[src/rtl/cfg_i2c_pkg.sv]
package cfg_i2c_pkg;

  typedef enum logic [2:0] {
    ST_IDLE,
    ST_RX,
    ST_ACK,
    ST_TX,
    ST_MACK
  } bus_state_t;

  typedef enum logic [1:0] {
    K_DEV,
    K_PTR,
    K_DATA
  } rx_kind_t;

  // control word layout: order of fields fixes bit positions 3..0
  typedef struct packed {
    logic       code_hi;    // 1: type code 4'b1011, 0: 4'b1010
    logic [1:0] mode;       // 00 denied, 01 read only, 1x read/write
    logic       pin_exact;  // 1: strap bits must match
  } ctrl_t;

  localparam logic [3:0] TYPE_CODE_HI = 4'b1011;
  localparam logic [3:0] TYPE_CODE_LO = 4'b1010;

  function automatic logic mode_can_read(input logic [1:0] m);
    return m != 2'b00;
  endfunction

  function automatic logic mode_can_write(input logic [1:0] m);
    return m[1];
  endfunction

endpackage

[src/rtl/i2c_line_sync.sv]
module i2c_line_sync #(
  parameter int STAGES = 2
) (
  input  logic clk,
  input  logic rst_n,
  input  logic scl_i,
  input  logic sda_i,
  output logic sda_q,
  output logic scl_rise,
  output logic scl_fall,
  output logic start_det,
  output logic stop_det
);
  localparam int LAST = STAGES - 1;

  logic [STAGES-1:0] scl_sh, sda_sh;
  logic              scl_p, sda_p;
  logic              scl_s;

  always_ff @(posedge clk) begin
    if (!rst_n) begin
      scl_sh <= '1;
      sda_sh <= '1;
      scl_p  <= 1'b1;
      sda_p  <= 1'b1;
    end else begin
      scl_sh <= {scl_sh[STAGES-2:0], scl_i};
      sda_sh <= {sda_sh[STAGES-2:0], sda_i};
      scl_p  <= scl_sh[LAST];
      sda_p  <= sda_sh[LAST];
    end
  end

  assign scl_s     = scl_sh[LAST];
  assign sda_q     = sda_sh[LAST];
  assign scl_rise  = scl_s & ~scl_p;
  assign scl_fall  = ~scl_s & scl_p;
  assign start_det = scl_s & scl_p & sda_p & ~sda_q;
  assign stop_det  = scl_s & scl_p & ~sda_p & sda_q;

endmodule

[src/rtl/cfg_reg_bank.sv]
module cfg_reg_bank #(
  parameter int          NREG     = 8,
  parameter int          DW       = 4,
  parameter logic [3:0]  CTRL_RST = 4'b1111,
  localparam int         AW       = $clog2(NREG),
  localparam int         CTRL_IDX = NREG - 1
) (
  input  logic               clk,
  input  logic               rst_n,
  input  logic               we,
  input  logic [AW-1:0]      waddr,
  input  logic [DW-1:0]      wdata,
  input  logic [AW-1:0]      raddr,
  output logic [DW-1:0]      rdata,
  input  logic               commit,
  output logic [3:0]         active_ctrl,
  output logic [NREG*DW-1:0] flat
);
  logic [DW-1:0] mem [NREG];

  for (genvar g = 0; g < NREG; g++) begin : g_word
    localparam logic [DW-1:0] RST_V = (g == CTRL_IDX) ? DW'(CTRL_RST) : '0;
    always_ff @(posedge clk) begin
      if (!rst_n)                          mem[g] <= RST_V;
      else if (we && waddr == AW'(g))      mem[g] <= wdata;
    end
    assign flat[g*DW +: DW] = mem[g];
  end

  // control settings are adopted only at a stop condition
  always_ff @(posedge clk) begin
    if (!rst_n)      active_ctrl <= CTRL_RST;
    else if (commit) active_ctrl <= mem[CTRL_IDX][3:0];
  end

  assign rdata = mem[raddr];

endmodule

[src/rtl/i2c_byte_fsm.sv]
module i2c_byte_fsm
  import cfg_i2c_pkg::*;
#(
  parameter  int NREG   = 8,
  parameter  int DW     = 4,
  localparam int AW     = $clog2(NREG),
  localparam int BYTE_W = 8
) (
  input  logic          clk,
  input  logic          rst_n,
  input  logic          sda_q,
  input  logic          scl_rise,
  input  logic          scl_fall,
  input  logic          start_det,
  input  logic          stop_det,
  input  logic [2:0]    pin_addr,
  input  ctrl_t         ctrl,
  input  logic [DW-1:0] rd_data,
  output logic [AW-1:0] ptr,
  output logic          we,
  output logic [AW-1:0] waddr,
  output logic [DW-1:0] wdata,
  output logic          drive_low
);
  bus_state_t        state;
  rx_kind_t          kind;
  logic [3:0]        cnt;
  logic [BYTE_W-1:0] sh, tx;
  logic              to_tx;
  logic              dev_hit;
  logic [BYTE_W-1:0] rd_byte;

  function automatic logic [AW-1:0] bump(input logic [AW-1:0] p);
    return (p == AW'(NREG - 1)) ? '0 : p + AW'(1);
  endfunction

  assign rd_byte = {{(BYTE_W-DW){1'b0}}, rd_data};
  assign dev_hit = (sh[7:4] == (ctrl.code_hi ? TYPE_CODE_HI : TYPE_CODE_LO)) &&
                   (!ctrl.pin_exact || sh[3:1] == pin_addr);

  always_ff @(posedge clk) begin
    if (!rst_n) begin
      state     <= ST_IDLE;
      kind      <= K_DEV;
      cnt       <= '0;
      sh        <= '0;
      tx        <= '0;
      to_tx     <= 1'b0;
      ptr       <= '0;
      we        <= 1'b0;
      waddr     <= '0;
      wdata     <= '0;
      drive_low <= 1'b0;
    end else begin
      we <= 1'b0;
      if (start_det) begin
        state     <= ST_RX;
        kind      <= K_DEV;
        cnt       <= '0;
        drive_low <= 1'b0;
      end else if (stop_det) begin
        state     <= ST_IDLE;
        drive_low <= 1'b0;
      end else begin
        unique case (state)
          ST_RX: begin
            if (scl_rise && cnt < 4'd8) begin
              sh  <= {sh[BYTE_W-2:0], sda_q};
              cnt <= cnt + 4'd1;
            end else if (scl_fall && cnt == 4'd8) begin
              cnt <= '0;
              unique case (kind)
                K_DEV: begin
                  if (dev_hit && sh[0] && mode_can_read(ctrl.mode)) begin
                    drive_low <= 1'b1;
                    to_tx     <= 1'b1;
                    state     <= ST_ACK;
                  end else if (dev_hit && !sh[0] && mode_can_write(ctrl.mode)) begin
                    drive_low <= 1'b1;
                    to_tx     <= 1'b0;
                    kind      <= K_PTR;
                    state     <= ST_ACK;
                  end else begin
                    state <= ST_IDLE;
                  end
                end
                K_PTR: begin
                  ptr       <= sh[AW-1:0];
                  drive_low <= 1'b1;
                  to_tx     <= 1'b0;
                  kind      <= K_DATA;
                  state     <= ST_ACK;
                end
                default: begin
                  we        <= 1'b1;
                  waddr     <= ptr;
                  wdata     <= sh[DW-1:0];
                  ptr       <= bump(ptr);
                  drive_low <= 1'b1;
                  to_tx     <= 1'b0;
                  state     <= ST_ACK;
                end
              endcase
            end
          end
          ST_ACK: begin
            if (scl_fall) begin
              cnt <= '0;
              if (to_tx) begin
                tx        <= rd_byte;
                drive_low <= ~rd_byte[BYTE_W-1];
                state     <= ST_TX;
              end else begin
                drive_low <= 1'b0;
                state     <= ST_RX;
              end
            end
          end
          ST_TX: begin
            if (scl_fall) begin
              if (cnt == 4'd7) begin
                drive_low <= 1'b0;
                ptr       <= bump(ptr);
                state     <= ST_MACK;
              end else begin
                tx        <= {tx[BYTE_W-2:0], 1'b0};
                drive_low <= ~tx[BYTE_W-2];
                cnt       <= cnt + 4'd1;
              end
            end
          end
          ST_MACK: begin
            if (scl_rise && sda_q) begin
              state <= ST_IDLE;
            end else if (scl_fall) begin
              tx        <= rd_byte;
              drive_low <= ~rd_byte[BYTE_W-1];
              cnt       <= '0;
              state     <= ST_TX;
            end
          end
          default: ;
        endcase
      end
    end
  end

endmodule

[src/rtl/cfg_i2c_slave.sv]
module cfg_i2c_slave
  import cfg_i2c_pkg::*;
#(
  parameter  int NREG        = 8,
  parameter  int REG_W       = 4,
  parameter  int SYNC_STAGES = 2,
  localparam int AW          = $clog2(NREG)
) (
  input  logic                  clk,
  input  logic                  rst_n,
  input  logic                  scl_i,
  input  logic                  sda_i,
  input  logic [2:0]            pin_addr,
  output logic                  sda_drive_low,
  output logic [NREG*REG_W-1:0] cfg_regs
);
  logic             sda_q, scl_rise, scl_fall, start_det, stop_det;
  logic             reg_we;
  logic [AW-1:0]    reg_waddr, ptr;
  logic [REG_W-1:0] reg_wdata, reg_rdata;
  logic [3:0]       active_ctrl;

  i2c_line_sync #(.STAGES(SYNC_STAGES)) u_sync (
    .clk       (clk),
    .rst_n     (rst_n),
    .scl_i     (scl_i),
    .sda_i     (sda_i),
    .sda_q     (sda_q),
    .scl_rise  (scl_rise),
    .scl_fall  (scl_fall),
    .start_det (start_det),
    .stop_det  (stop_det)
  );

  i2c_byte_fsm #(.NREG(NREG), .DW(REG_W)) u_fsm (
    .clk       (clk),
    .rst_n     (rst_n),
    .sda_q     (sda_q),
    .scl_rise  (scl_rise),
    .scl_fall  (scl_fall),
    .start_det (start_det),
    .stop_det  (stop_det),
    .pin_addr  (pin_addr),
    .ctrl      (ctrl_t'(active_ctrl)),
    .rd_data   (reg_rdata),
    .ptr       (ptr),
    .we        (reg_we),
    .waddr     (reg_waddr),
    .wdata     (reg_wdata),
    .drive_low (sda_drive_low)
  );

  cfg_reg_bank #(.NREG(NREG), .DW(REG_W), .CTRL_RST(4'b1111)) u_bank (
    .clk         (clk),
    .rst_n       (rst_n),
    .we          (reg_we),
    .waddr       (reg_waddr),
    .wdata       (reg_wdata),
    .raddr       (ptr),
    .rdata       (reg_rdata),
    .commit      (stop_det),
    .active_ctrl (active_ctrl),
    .flat        (cfg_regs)
  );

endmodule

[config.mk]
export PLATFORM = sky130hd
export DESIGN_NAME = cfg_i2c_slave
export DESIGN_NICKNAME = d
export VERILOG_FILES = /design/src/rtl/cfg_i2c_pkg.sv /design/src/rtl/i2c_line_sync.sv /design/src/rtl/cfg_reg_bank.sv /design/src/rtl/i2c_byte_fsm.sv /design/src/rtl/cfg_i2c_slave.sv
export SDC_FILE = /design/constraint.sdc
export NUM_CORES = 1
export LEC_CHECK = 0
export ABC_AREA = 1
export BUFFER_PORTS_ARGS = -buffer_cell sky130_fd_sc_hd__clkbuf_2
export CORE_MARGIN = 4
export CORE_UTILIZATION = 45
export DETAILED_ROUTE_END_ITERATION = 8
export GPL_TIMING_DRIVEN = 0
export HOLD_SLACK_MARGIN = 0.12
export PLACE_DENSITY = 0.64
export SETUP_SLACK_MARGIN = 0.02
export SLEW_MARGIN = 20
export SYNTH_ARGS = -nofsm -noshare
export SYNTH_HDL_FRONTEND = slang
export SYNTH_SLANG_ARGS = --single-unit
[constraint.sdc]
create_clock -name clk -period 2 [get_ports clk]
set_input_delay 0.6 -clock clk [delete_from_list [all_inputs] [get_ports clk]]
set_output_delay 0.6 -clock clk [all_outputs]
set_load 0.05 [all_outputs]
=== After elaboration in Yosys (flattened, before gate mapping) ===
Memory sizes are Yosys's and may differ from the RTL's. A register that Yosys moved wholly into a read port is not among the register bits.
Cells that the tools add are included.

* Magnitude comparators: 1
* Reduce and logical (&&, ||, !) cells: 41
* Muxes and demuxes: 90
* Equal/unequal tests: 39
* Bitwise operators: 27
* $add $sub $neg: 2

{| class="wikitable"
|+ Operators by type and width
! kind !! number
|-
| $mux W4 || 14
|-
| $mux W3 || 16
|-
| $mux W1 || 43
|-
| $mux W7 || 6
|-
| $pmux W7 S3 || 1
|-
| $reduce_and A7 Y1 || 3
|-
| $eq A3 B3 Y1 const B || 6
|-
| $reduce_and A6 Y1 || 3
|-
| $logic_and A1 B1 Y1 || 16
|-
| $ne A4 B3 Y1 const B || 4
|-
| $pmux W4 S4 || 1
|-
| $reduce_and A8 Y1 || 2
|-
| $ne A2 B1 Y1 const B || 7
|-
| $eq A3 B2 Y1 const B || 4
|-
| $not A1 Y1 || 12
|-
| $pmux W3 S2 || 2
|-
| $pmux W3 S4 || 1
|-
| $ne A2 B2 Y1 const B || 5
|-
| $ne A3 B1 Y1 const B || 3
|-
| $reduce_and A9 Y1 || 1
|-
| $mux W2 || 4
|-
| $or A1 B1 Y1 || 8
|-
| $and A1 B1 Y1 || 7
|-
| $eq A3 B1 Y1 const B || 2
|-
| 25 further kinds || 29
|}

* Output and inout bits: 33
* Bits in registers: 47
* Input port bits: 7
* Word-level logic and storage cells: 218
* Bits in writable memories: 32
* Memories kept: 1

{| class="wikitable"
|+ Memories
! memory !! depth !! bits a word !! rd ports !! clocked after memory_dff !! write ports !! RTL line !! RTL
|-
| u_bank.mem || 8 || 4 || 9 || 1 || 8 || cfg_reg_bank.sv:19 || <nowiki>logic [DW-1:0] mem [NREG];</nowiki>
|}

=== Logic depth before layout (Yosys ltp) ===
Gate-level depths: netlist of the first run.

* Word-level depth: 13
* Gate-level depth with buffers: 12
* Mapped depth without buffers: 12

=== Modules after synthesis ===
From an unflattened synthesis of the first run, not the netlist that was laid out.

* Cells, all modules: 539
* Area total of the unflattened synthesis: 4005.1 um^2

{| class="wikitable"
|+ Modules (own cells, without submodules)
! module !! sequential area each (um^2) !! area each (um^2) !! times used !! cells each
|-
| i2c_byte_fsm || 740.7 || 1973.1 || 1 || 288
|-
| cfg_reg_bank || 1041.0 || 1833.0 || 1 || 224
|-
| i2c_line_sync || 120.1 || 198.9 || 1 || 27
|}

=== Worst setup path before layout of the first run ===
No wires, ideal clock.

* Path kind: input -> register
* Start point: input rst_n
* End point: memory u_bank.mem[7][0], enable pin
* Path slack: 456 ps
* Library setup time: 302 ps
* Stages: 3
* Path buffers: 2
* Arrival: 1242 ps
* Required time: 1698 ps
* Cell sequence: clkbuf_1 clkbuf_1 o21ai_0

{| class="wikitable"
|+ RTL lines
! element !! RTL line !! RTL
|-
| start, declared || cfg_i2c_slave.sv:10 || <nowiki>input logic rst_n,</nowiki>
|-
| end, declared || cfg_reg_bank.sv:19 ||
|}

=== Worst setup path after layout of the first run ===
* Start point: register u_fsm.state[1]
* End point: register u_fsm.tx[1]

* Longest elaborated chain between the ends: 3
* Elaborated cells on any way between the ends: 12
* Those cells by class: eq/ne: 9; mux: 1; reduce/logical: 2

{| class="wikitable"
|+ Ends and longest elaborated chain
! element !! RTL line !! RTL
|-
| start, declared || i2c_byte_fsm.sv:25 || <nowiki>bus_state_t state;</nowiki>
|-
| start signal, assigned || i2c_byte_fsm.sv:43 || <nowiki>state <= ST_IDLE;</nowiki>
|-
| start signal, assigned || i2c_byte_fsm.sv:57 || <nowiki>state <= ST_RX;</nowiki>
|-
| start signal, assigned || i2c_byte_fsm.sv:62 || <nowiki>state <= ST_IDLE;</nowiki>
|-
| $eq A3 B2 Y1 / $eq A3 B3 Y1 (equally long branches) || i2c_byte_fsm.sv:65 || <nowiki>unique case (state)</nowiki>
|-
| $ne A2 B2 Y1 (no source line), or another cell as far along || -- ||
|-
| $reduce_and A9 Y1 (no source line) || -- ||
|-
| end signal, assigned || i2c_byte_fsm.sv:110 || <nowiki>tx <= rd_byte;</nowiki>
|-
| end signal, assigned || i2c_byte_fsm.sv:126 || <nowiki>tx <= {tx[BYTE_W-2:0], 1'b0};</nowiki>
|-
| end signal, assigned || i2c_byte_fsm.sv:136 || <nowiki>tx <= rd_byte;</nowiki>
|-
| end, declared || i2c_byte_fsm.sv:28 || <nowiki>logic [BYTE_W-1:0] sh, tx;</nowiki>
|}

Several ways; a longest one is shown, not always the timed one.
A chain may end at the register's enable or synchronous reset.

==> flow_summary.yaml, run 1 <==
outcome:
  status: "finished, final reports clean"
placement:
  dpl_worst_slack_ps: 50.7
  dp_cells: 618
  hpwl_um: 7120
  post_dp_cell_area_mm2: 0.00413
  gp_congestion: 0.874
  io_buffers: 38
synth:
  synth.area.top_cells: "dfxtp_1 26%, edfxtp_1 25%, nand2_1 9.0%"
  synth_cell_type_count: 35
  synthAdderAreaFrac_pct: 1.31
  postSynthCellCount: 475
  synth_ff_type: "dfxtp_1"
  avgSynthCellArea_um2: 8.02
  synth.cell_area_mm2: 0.00381
  ys_seq_area_share_pct: 51.5
  synth_most_common_cell: "nand2_1"
  synth_edf_count: 32
  synthMuxAreaShare_pct: 0
  syn_nets: 486
  synth_compound_area_share_pct: 14.5
  ys_warn_count: 0
  synth_top_area_share_pct: 26.3
  ys_ff_latch: 82
  synth_top_family_by_area: "simple AND/OR/NAND/NOR gates"
  netlist_top_cells_count: "91 x nand2_1, 77 x nor2_1, 50 x dfxtp_1"
  async_flop_share_pct: 0
  synth_simple_gate_area_share_pct: 25.6
  synth_xor_area_share_pct: 0.230
  synth_area_leader_cell: "dfxtp_1"
die:
  start_util_pct: 46.4
  die_x_um: 100
  die_h_um: 100
  io_pins: 40
  core_area_mm2: 0.00822
  die_area_mm2: 0.0100
  row_count: 33
route:
  routedWlPerCell_um: 14.8
  firstDrtPassIters: 5
  viasPerCell: 5.22
  vias: 3310
  drc: 0
  totalWireLength_um: 9390
  drtIter0Drc: 186
  final_antenna_net_count: 0
sta:
  rsz0062_at_grt: "false"
  slew-limit-headroom_pct: 60.6
  min_period_over_period_pct: 88.6
  maxSlewViolCount: 0
  final-setup-viol-count: 0
  skew_ps: 14.1
  finalSetupTns_ps: 0
  setup_ws_ps: 229
  fmax_mhz: 565
  max_slew.worst_pin.slew_ps: 584
  finalHoldViolCount: 0
  min_period_ps: 1770
worst_setup_path:
  ff2ff_path_depth: 9
  crit_path_end_kind: "register"
  critPathRequiredTime_ps: 2240
  cp.arrival_ps: 2010
  crit_type: "reg -> reg"
  r2r-start: "u_fsm.state[1]"
  startpoint_type: "register"
  cp_max_fo: 8
  ff2ff_setup_slack_ps: 230
  r2r_end: "u_fsm.tx[1]"
power:
  power.share.combinational_pct: 31.6
  p_per_area_mw_per_mm2: 1100
  intPower_w: 0.00293
  swShare_pct: 38.5
  ir_worst_vdd_uv: 479
  p_sw_w: 0.00183
  seqPwrFrac_pct: 42.7
  pwr-share-clk_pct: 25.8
  leakagePower_nw: 1.76
global_routing:
  grt_pass1_wl_um: 15300
  grt_pass1_vias: 3142
  overflow: 0
  grt_max_degree: 16
  grtUsageTotal_pct: 19.6
  antenna_found_initial: 0
clocking:
  cts_root_buffer: "clkbuf_8"
  cts_tree: "done"
  clk_path_buf_depth: 2
  htree_levels: 3
  clock-sinks: 82
  clk_pin_slew_ps: 90
  hold_buffers: 0
  cts_buffers: 9
  insertion_delay_ps: 360
final_layout:
  regArea_mm2: 0.00196
  multiInputGateArea_mm2: 0.00159
  area_delta_synth_final_pct: 13.8
  fin_util_pct: 52.7
  drive_gt1_share_pct: 16.1
  diodes: 0
  layout.nets: 535
  finalNonFillerCells: 634
  finalInstanceArea_mm2: 0.00433
  fill_cells: 831
hold_path:
  holdPathEnd: "u_sync.sda_sh[0]"
  holdPathStages: 2
  hp-class: "in -> reg"
  min_from: "sda_i"
job:
  drv_cap: 0
-- through the flow --
| stage | hold WS, ps | total power [W] |
|---|---|---|
| 6_report | 419 | 0.00476 |
| 5_1_grt | 425 | 0.00510 |
| 4_1_cts | 417 | 0.00478 |
| 3_5_place_dp | 409 | 0.00356 |
| 3_3_place_gp | 401 | 0.00354 |
| 2_1_floorplan | 393 | 0.00321 |
-- timing repair --
action                                  in CTS  in global routing
endpoints found under the setup margin       0                  6
setup buffers                                0                  0
resized for setup                            0                  1
-- critical path: stages (launching register included) --
cell      delay [ps]
dfxtp_1          470
nand2_2          150
nor2_2           250
nand2_1          110
nand2_1          140
nor2_1            70
nand2_2          160
inv_2            100
o211ai_1         120
a21oi_1           80
-- state kept, by name, indices dropped and copies added, names as in the netlist, named ones only --
register            flops
u_fsm.ptr               3
u_fsm.kind              2
u_bank.mem             32
u_sync.scl_p            1
u_fsm.drive_low         1
u_fsm.wdata             4
u_fsm.to_tx             1
u_fsm.we                1
u_sync.scl_sh           2
u_fsm.waddr             3
u_bank.active_ctrl      4
u_sync.sda_sh           2
u_fsm.tx                7
u_fsm.sh                8
u_fsm.state             3
u_fsm.cnt               4
u_sync.sda_p            1
-- logic make-up (layout without fill, tap and decap cells) --
| group | after synthesis | after routing |
|---|---|---|
| DFF | 82 | 82 |
| AOI/OAI and AO/OA | 98 | 98 |
| adders and majority gates | 4 | 4 |
| buffers and inverters | 68 | 122 |
| xor gates and xnor gates | 1 | 1 |
| and+or+nand+nor | 222 | 222 |
-- worst max path at each step --
stage	from	endpoint	slack, ps
after global placement	rst_n	u_bank.mem[7][2]	80
final	u_fsm.state[1]	u_fsm.tx[1]	230
after global routing	u_fsm.cnt[0]	register	40
after detailed placement	rst_n	u_bank.mem[7][2]	50
after CTS	u_fsm.cnt[0]	u_fsm.ptr[2]	170
after floorplan	rst_n	u_bank.mem[7][0]	460
-- final cells by class --
type / count / area share [%]
Sequential cell: 82 / 45.3
Multi-Input combinational cell: 325 / 36.7
Inverter: 56 / 4.85
Timing Repair Buffer: 38 / 4.39
Tap cell: 105 / 3.03
Clock buffer: 9 / 2.86
Clock inverter: 7 / 1.73
Buffer: 12 / 1.18
-- power groups by stage --
stage | registers (W) | logic, W | clock network [W]
4_1_cts | 0.00203 | 0.00150 | 0.00125
3_3_place_gp | 0.00206 | 0.00148 | 0
6_report | 0.00203 | 0.00150 | 0.00123
3_5_place_dp | 0.00206 | 0.00149 | 0
2_1_floorplan | 0.00216 | 0.00105 | 0
5_1_grt | 0.00205 | 0.00173 | 0.00132
-- per-layer routing --
| metal | track usage (%) | up-vias | wire, um |
|---|---|---|---|
| li1 | - | 1673 | - |
| met1 | 25.7 | 1496 | 4110 |
| met2 | 31.4 | 120 | 4450 |
| met3 | 3.75 | 21 | 586 |
| met4 | 9.33 | 0 | 234 |
| met5 | 0 | - | 0 |
-- cells in the final DEF, fill, tap and decap left out, drive strengths merged --
cell type	n
nor3b	1
a21oi	26
edfxtp	32
xor2	1
or2	4
clkbuf	56
nand2	96
bufinv	1
nand3	27
o21ai	50
o211a	1
inv	53
clkinvlp	2
nor2	83
o211ai	14
a31oi	2
o22ai	2
a21boi	1
ha	4
nor3	6
nand3b	1
dfxtp	50
clkinv	7
o21bai	1
buf	3
a211oi	1
nand4	4
(Power assumes the default switching activity.)
==> inputs of run 2 (changes only) <==
--- a/config.mk
+++ b/config.mk
@@ -12,8 +12,8 @@
 export DETAILED_ROUTE_END_ITERATION = 8
 export GPL_TIMING_DRIVEN = 0
 export HOLD_SLACK_MARGIN = 0.12
-export PLACE_DENSITY = 0.64
 export SETUP_SLACK_MARGIN = 0.02
+export SKIP_CTS_REPAIR_TIMING = 1
 export SLEW_MARGIN = 20
 export SYNTH_ARGS = -nofsm -noshare
 export SYNTH_HDL_FRONTEND = slang
==> run 2 against run 1 <==
Against the previous run:
- setup slack gained 11 ps
- largest power group unchanged
- sequential cell count is the same
- register-to-register slack gained 30 ps
- clock power grew 7%
- total power grew 1.8%
- clock skew shrank 5.9 ps
- clock-buffer cell count is the same
- sequential share of layout area shrank 0.17 points
- largest cell class unchanged
- wire length shrank 2.2%
==> flow_summary.yaml, run 2 (same netlist as run 1, synthesis figures left out) <==
power:
  p_total_w: 0.00484
  leakagePower_nw: 1.77
  ir_worst_vdd_uv: 390
  p_per_area_mw_per_mm2: 1110
sta:
  max_slew.worst_pin.slew_ps: 580
  finalHoldViolCount: 0
  maxSlewViolCount: 0
  rsz0062_at_grt: "false"
  final-setup-viol-count: 0
  setup_ws_ps: 240
  slew-limit-headroom_pct: 60.9
  fmax_mhz: 568
  min_period_ps: 1760
  skew_ps: 8.16
  finalSetupTns_ps: 0
  min_period_over_period_pct: 88.0
clocking:
  cts_buffers: 9
  clk_path_buf_depth: 2
  clk_pin_slew_ps: 80
  clock-sinks: 82
  htree_levels: 3
  cts_tree: "done"
  insertion_delay_ps: 360
  cts_root_buffer: "clkbuf_8"
final_layout:
  drive_gt1_share_pct: 16.3
  fill_cells: 792
  area_delta_synth_final_pct: 14.2
  layout.nets: 535
  mostFrequentLayoutCell: "nand2_1"
  regMostFlops: "u_bank.mem"
  largestRegisters: "u_bank.mem: 32 flops, u_fsm.sh: 8 flops, u_fsm.tx: 7 flops"
  final_cell_mix: "91 x nand2_1, 77 x nor2_1, 50 x dfxtp_1"
  diodes: 0
  largest_reg_flops: 32
  fin_util_pct: 52.9
job:
  drv_cap: 0
worst_setup_path:
  critPathLaunch: "u_bank.mem[7][0]"
  ff2ff_setup_slack_ps: 260
  crit_path_end_kind: "primary output"
  path_cells: "clkbuf_2"
  r2r-start: "u_fsm.state[0]"
  cp_num_buf_inv: 1
  startpoint_type: "register"
  ff2ff_path_depth: 9
  crit_path_top_delay_cell: "edfxtp_1"
  cp.arrival_ps: 1160
  cp_max_fo: 3
  r2r_end: "u_fsm.tx[3]"
  crit_type: "reg -> out"
  critPathRequiredTime_ps: 1400
  cp_top_family: "flip-flops"
  endpoint: "cfg_regs[28]"
  slowest_delay_ps: 480
  worst-path-stages: 1
global_routing:
  grt_pass1_wl_um: 15100
  antenna_found_initial: 0
  overflow: 0
  grtUsageTotal_pct: 19.4
  grt_max_degree: 15
  grt_pass1_vias: 3065
placement:
  dpl_worst_slack_ps: 63.6
  io_buffers: 38
  hpwl_um: 6890
  gp_congestion: 0.887
die:
  die_h_um: 100
  core_area_mm2: 0.00822
  die_x_um: 100
  die_area_mm2: 0.0100
  start_util_pct: 46.4
  row_count: 33
  io_pins: 40
route:
  drtIter0Drc: 181
  routedWlPerCell_um: 14.5
  firstDrtPassIters: 6
  final_antenna_net_count: 0
  drc: 0
  totalWireLength_um: 9180
  vias: 3276
  viasPerCell: 5.17
hold_path:
  hp-class: "reg -> reg"
outcome:
  status: "finished, final reports clean"
[run 2: changes by cell type in the layout (fill, tap and decap cells not counted), sizes merged]
cell and delta:
bufinv +1, inv -1
[run 2: worst min-delay path by stage]
stage                     cells after the start             start               end  slack, ps
after floorplan                               1  u_sync.scl_sh[0]  u_sync.scl_sh[1]        390
after global placement                        1  u_sync.sda_sh[0]  u_sync.sda_sh[1]        390
after detailed placement                      1  u_sync.sda_sh[0]  u_sync.sda_sh[1]        410
after CTS                                     2             sda_i  u_sync.sda_sh[0]        420
after global routing                          2             sda_i  u_sync.sda_sh[0]        430
final                                         1  u_sync.sda_sh[0]  u_sync.sda_sh[1]        430
[run 2: routing by layer]
metal	wire length (um)	track usage, %
met1	4570	28.0
met2	4070	29.3
met3	460	4.45
met4	76	5.28
met5	0	0
[run 2: cell type report]
cell class                 count  area (um2)  area share, %
buffer                        12        51.3           1.18
clock buffer                   9         124           2.85
clock inverter                 7        91.3           2.10
inverter                      56         210           4.83
multi-input combinational    325        1590           36.6
sequential                    82        1960           45.1
tap                          105         131           3.02
timing repair buffer          38         190           4.37
[run 2: metrics by stage]
stage,area (um2),hold slack (ps),cells
finish,4350,429,634
global placement,4130,394,618
detailed placement,4130,412,618
floorplan,3810,393,475
CTS,4350,423,634
global route,4350,430,634
[run 2: power breakdown]
part	total (W)	internal (W)	switching [W]
Clock	0.00132	0.000700	0.000618
Combinational	0.00150	0.000452	0.00105
Sequential	0.00202	0.00189	0.000132
==> inputs of run 3 (changes only) <==
--- a/config.mk
+++ b/config.mk
@@ -17,4 +17,6 @@
 export SLEW_MARGIN = 20
 export SYNTH_ARGS = -nofsm -noshare
 export SYNTH_HDL_FRONTEND = slang
+export SYNTH_HIERARCHICAL = 1
 export SYNTH_SLANG_ARGS = --single-unit
+export TNS_END_PERCENT = 5
==> run 3 against run 2 <==
Against the previous run:
- fmax decreased by 1.2%
- cell count up 11%
- first-iteration DRC count fell by 7.7%
- clock-buffer cell count grew 4
- sequential cell count down 3
- sequential share of layout area down 3.1 points
- core utilization decreased by 0.76 points
- wire length grew 0.39%
- setup slack got worse by 21 ps
- largest cell class unchanged
==> flow_summary.yaml, run 3 <==
synth:
  netlist_top_cells_count: "144 x nand2_1, 81 x inv_1, 81 x nor2_1"
  synth_cell_type_count: 32
  synth_area_leader_cell: "edfxtp_1"
  syn_nets: 550
  ys_ff_latch: 79
  postSynthCellCount: 539
  ys_seq_area_share_pct: 47.5
  avgSynthCellArea_um2: 7.43
  synth.cell_area_mm2: 0.00401
  synth.area.top_cells: "edfxtp_1 24%, dfxtp_1 23%, nand2_1 13%"
  async_flop_share_pct: 0
  synth_top_area_share_pct: 24.0
  synth_most_common_cell: "nand2_1"
  ys_warn_count: 6
  synth_edf_count: 32
  synth_ff_type: "dfxtp_1"
job:
  drv_cap: 0
final_layout:
  largestRegisters: "u_bank/mem: 32 flops, u_fsm/sh: 8 flops, u_fsm/tx: 7 flops"
  final_cell_mix: "144 x nand2_1, 81 x inv_1, 80 x nor2_1"
  diodes: 0
  drive_gt1_share_pct: 16.2
  fin_util_pct: 52.2
  layout.nets: 600
  mostFrequentLayoutCell: "nand2_1"
  largest_reg_flops: 32
  area_delta_synth_final_pct: 13.1
  finalInstanceArea_mm2: 0.00453
  regMostFlops: "u_bank/mem"
placement:
  io_buffers: 39
  gp_congestion: 0.843
  hpwl_um: 6950
  dpl_worst_slack_ps: -16.0
  post_dp_cell_area_mm2: 0.00434
die:
  start_util_pct: 46.2
  die_x_um: 102
  row_count: 34
  io_pins: 40
  die_h_um: 102
  core_area_mm2: 0.00868
  die_area_mm2: 0.0105
clocking:
  clock-sinks: 79
  cts_buffers: 9
  cts_tree: "done"
  insertion_delay_ps: 340
  cts_root_buffer: "clkbuf_8"
  clk_path_buf_depth: 2
  htree_levels: 3
  clk_pin_slew_ps: 80
worst_setup_path:
  r2r_end: "u_fsm/wdata[2]"
  crit_path_end_kind: "register"
  crit_path_top_delay_cell: "dfxtp_1"
  ff2ff_path_depth: 10
  slowest_delay_ps: 350
  cp.arrival_ps: 2060
  critPathRequiredTime_ps: 2280
  cp_max_fo: 10
  ff2ff_setup_slack_ps: 220
  startpoint_type: "register"
  r2r-start: "u_sync/scl_p"
  path_cells: "inv_1 -> nor2_2 -> nand4_1 -> or2_4 -> nor2_4 -> nand2_2 -> clkinv_2 -> buf_6 -> o21ai_1 -> a21oi_2"
  crit_type: "reg -> reg"
sta:
  rsz0062_at_grt: "false"
  finalSetupTns_ps: 0
  min_period_ps: 1780
  fmax_mhz: 562
  final-setup-viol-count: 0
  maxSlewViolCount: 0
  setup_ws_ps: 219
  finalHoldViolCount: 0
  min_period_over_period_pct: 89.0
  skew_ps: 12.6
  slew-limit-headroom_pct: 64.1
  max_slew.worst_pin.slew_ps: 533
power:
  p_per_area_mw_per_mm2: 957
  power.share.combinational_pct: 29.8
  p_sw_w: 0.00155
  pwr-share-clk_pct: 26.3
  ir_worst_vdd_uv: 329
  intPower_w: 0.00278
  swShare_pct: 35.9
  seqPwrFrac_pct: 43.9
  p_total_w: 0.00433
  leakagePower_nw: 2.07
hold_path:
  min_from: "u_sync/scl_sh[0]"
  holdPathStages: 2
  hp-class: "reg -> reg"
  holdPathEnd: "u_sync/scl_sh[1]"
global_routing:
  grtUsageTotal_pct: 18.6
  antenna_found_initial: 0
  overflow: 0
  grt_pass1_wl_um: 15200
  grt_pass1_vias: 3151
  grt_max_degree: 15
route:
  firstDrtPassIters: 5
  drtIter0Drc: 167
  drc: 0
  viasPerCell: 4.98
  routedWlPerCell_um: 13.1
  final_antenna_net_count: 0
  vias: 3498
  totalWireLength_um: 9220
outcome:
  status: "finished, final reports clean"
## run 3: changes by cell type after synthesis, moves of 6 or more
cell / change
inv_1: +35
clkbuf_1: -6
nand3_1: +13
nand2_1: +53
o21ai_0: -18
a21oi_1: -8
o211ai_1: -9
## run 3: area by class of cell
type / instances / area, um2
buffer: 11 / 78.8
clock buffer: 13 / 170
clock inverter: 3 / 16.3
fill: 895 / 4150
inverter: 88 / 335
multi-input combinational: 361 / 1700
sequential: 79 / 1900
tap: 108 / 135
timing repair buffer: 39 / 195
## run 3: per-layer routing
| metal | GRT usage [%] | part of all wire (%) | vias to the layer above |
|---|---|---|---|
| met4 | 5.85 | 1.2 | 0 |
| met1 | 26.9 | 49 | 1617 |
| li1 | - | - | 1800 |
| met2 | 28.4 | 45 | 72 |
| met5 | 0 | 0 | - |
| met3 | 3.28 | 5.1 | 9 |
## run 3: power by group through the flow
stage          Sequential, W  Combinational [W]  Clock (W)
5_1_grt              0.00192            0.00147    0.00124
3_5_place_dp         0.00194            0.00127          0
3_3_place_gp         0.00194            0.00127          0
6_report             0.00190            0.00129    0.00114
2_1_floorplan        0.00201           0.000943          0
4_1_cts              0.00190            0.00128    0.00117
## run 3: worst max path at each step
stage | startpoint | end | slack [ps] | cells past startpoint
2_1_floorplan | u_sync/scl_p | u_fsm/wdata[1] | 450 | 10
3_3_place_gp | rst_n | u_bank/mem[7][0] | 6 | 4
3_5_place_dp | rst_n | u_bank/mem[7][0] | -20 | 4
4_1_cts | u_sync/scl_p | u_fsm/wdata[2] | 120 | 10
5_1_grt | u_sync/scl_sh[1] | u_fsm/sh[5] | 20 | 8
6_report | u_sync/scl_p | u_fsm/wdata[2] | 220 | 10
## run 3: cell families after synthesis
group           synth area share (%)
compound gates                  9.06
xor+xnor                       0.656
fa+ha+maj                       1.25
simple gates                    31.2
buf+inv                         10.3
flops                           47.5
## run 3: per-stage QoR
step           hold slack, ps  cells
6_report                  414    702
5_1_grt                   416    702
4_1_cts                   409    702
3_5_place_dp              390    686
3_3_place_gp              382    686
2_1_floorplan             380    539
## run 3: critical path: cells and delay by family (launching register included)
| family | cells | cell delay (ps) |
|---|---|---|
| compound gates | 2 | 200 |
| buf+inv | 3 | 280 |
| flops | 1 | 350 |
| simple gates | 5 | 900 |
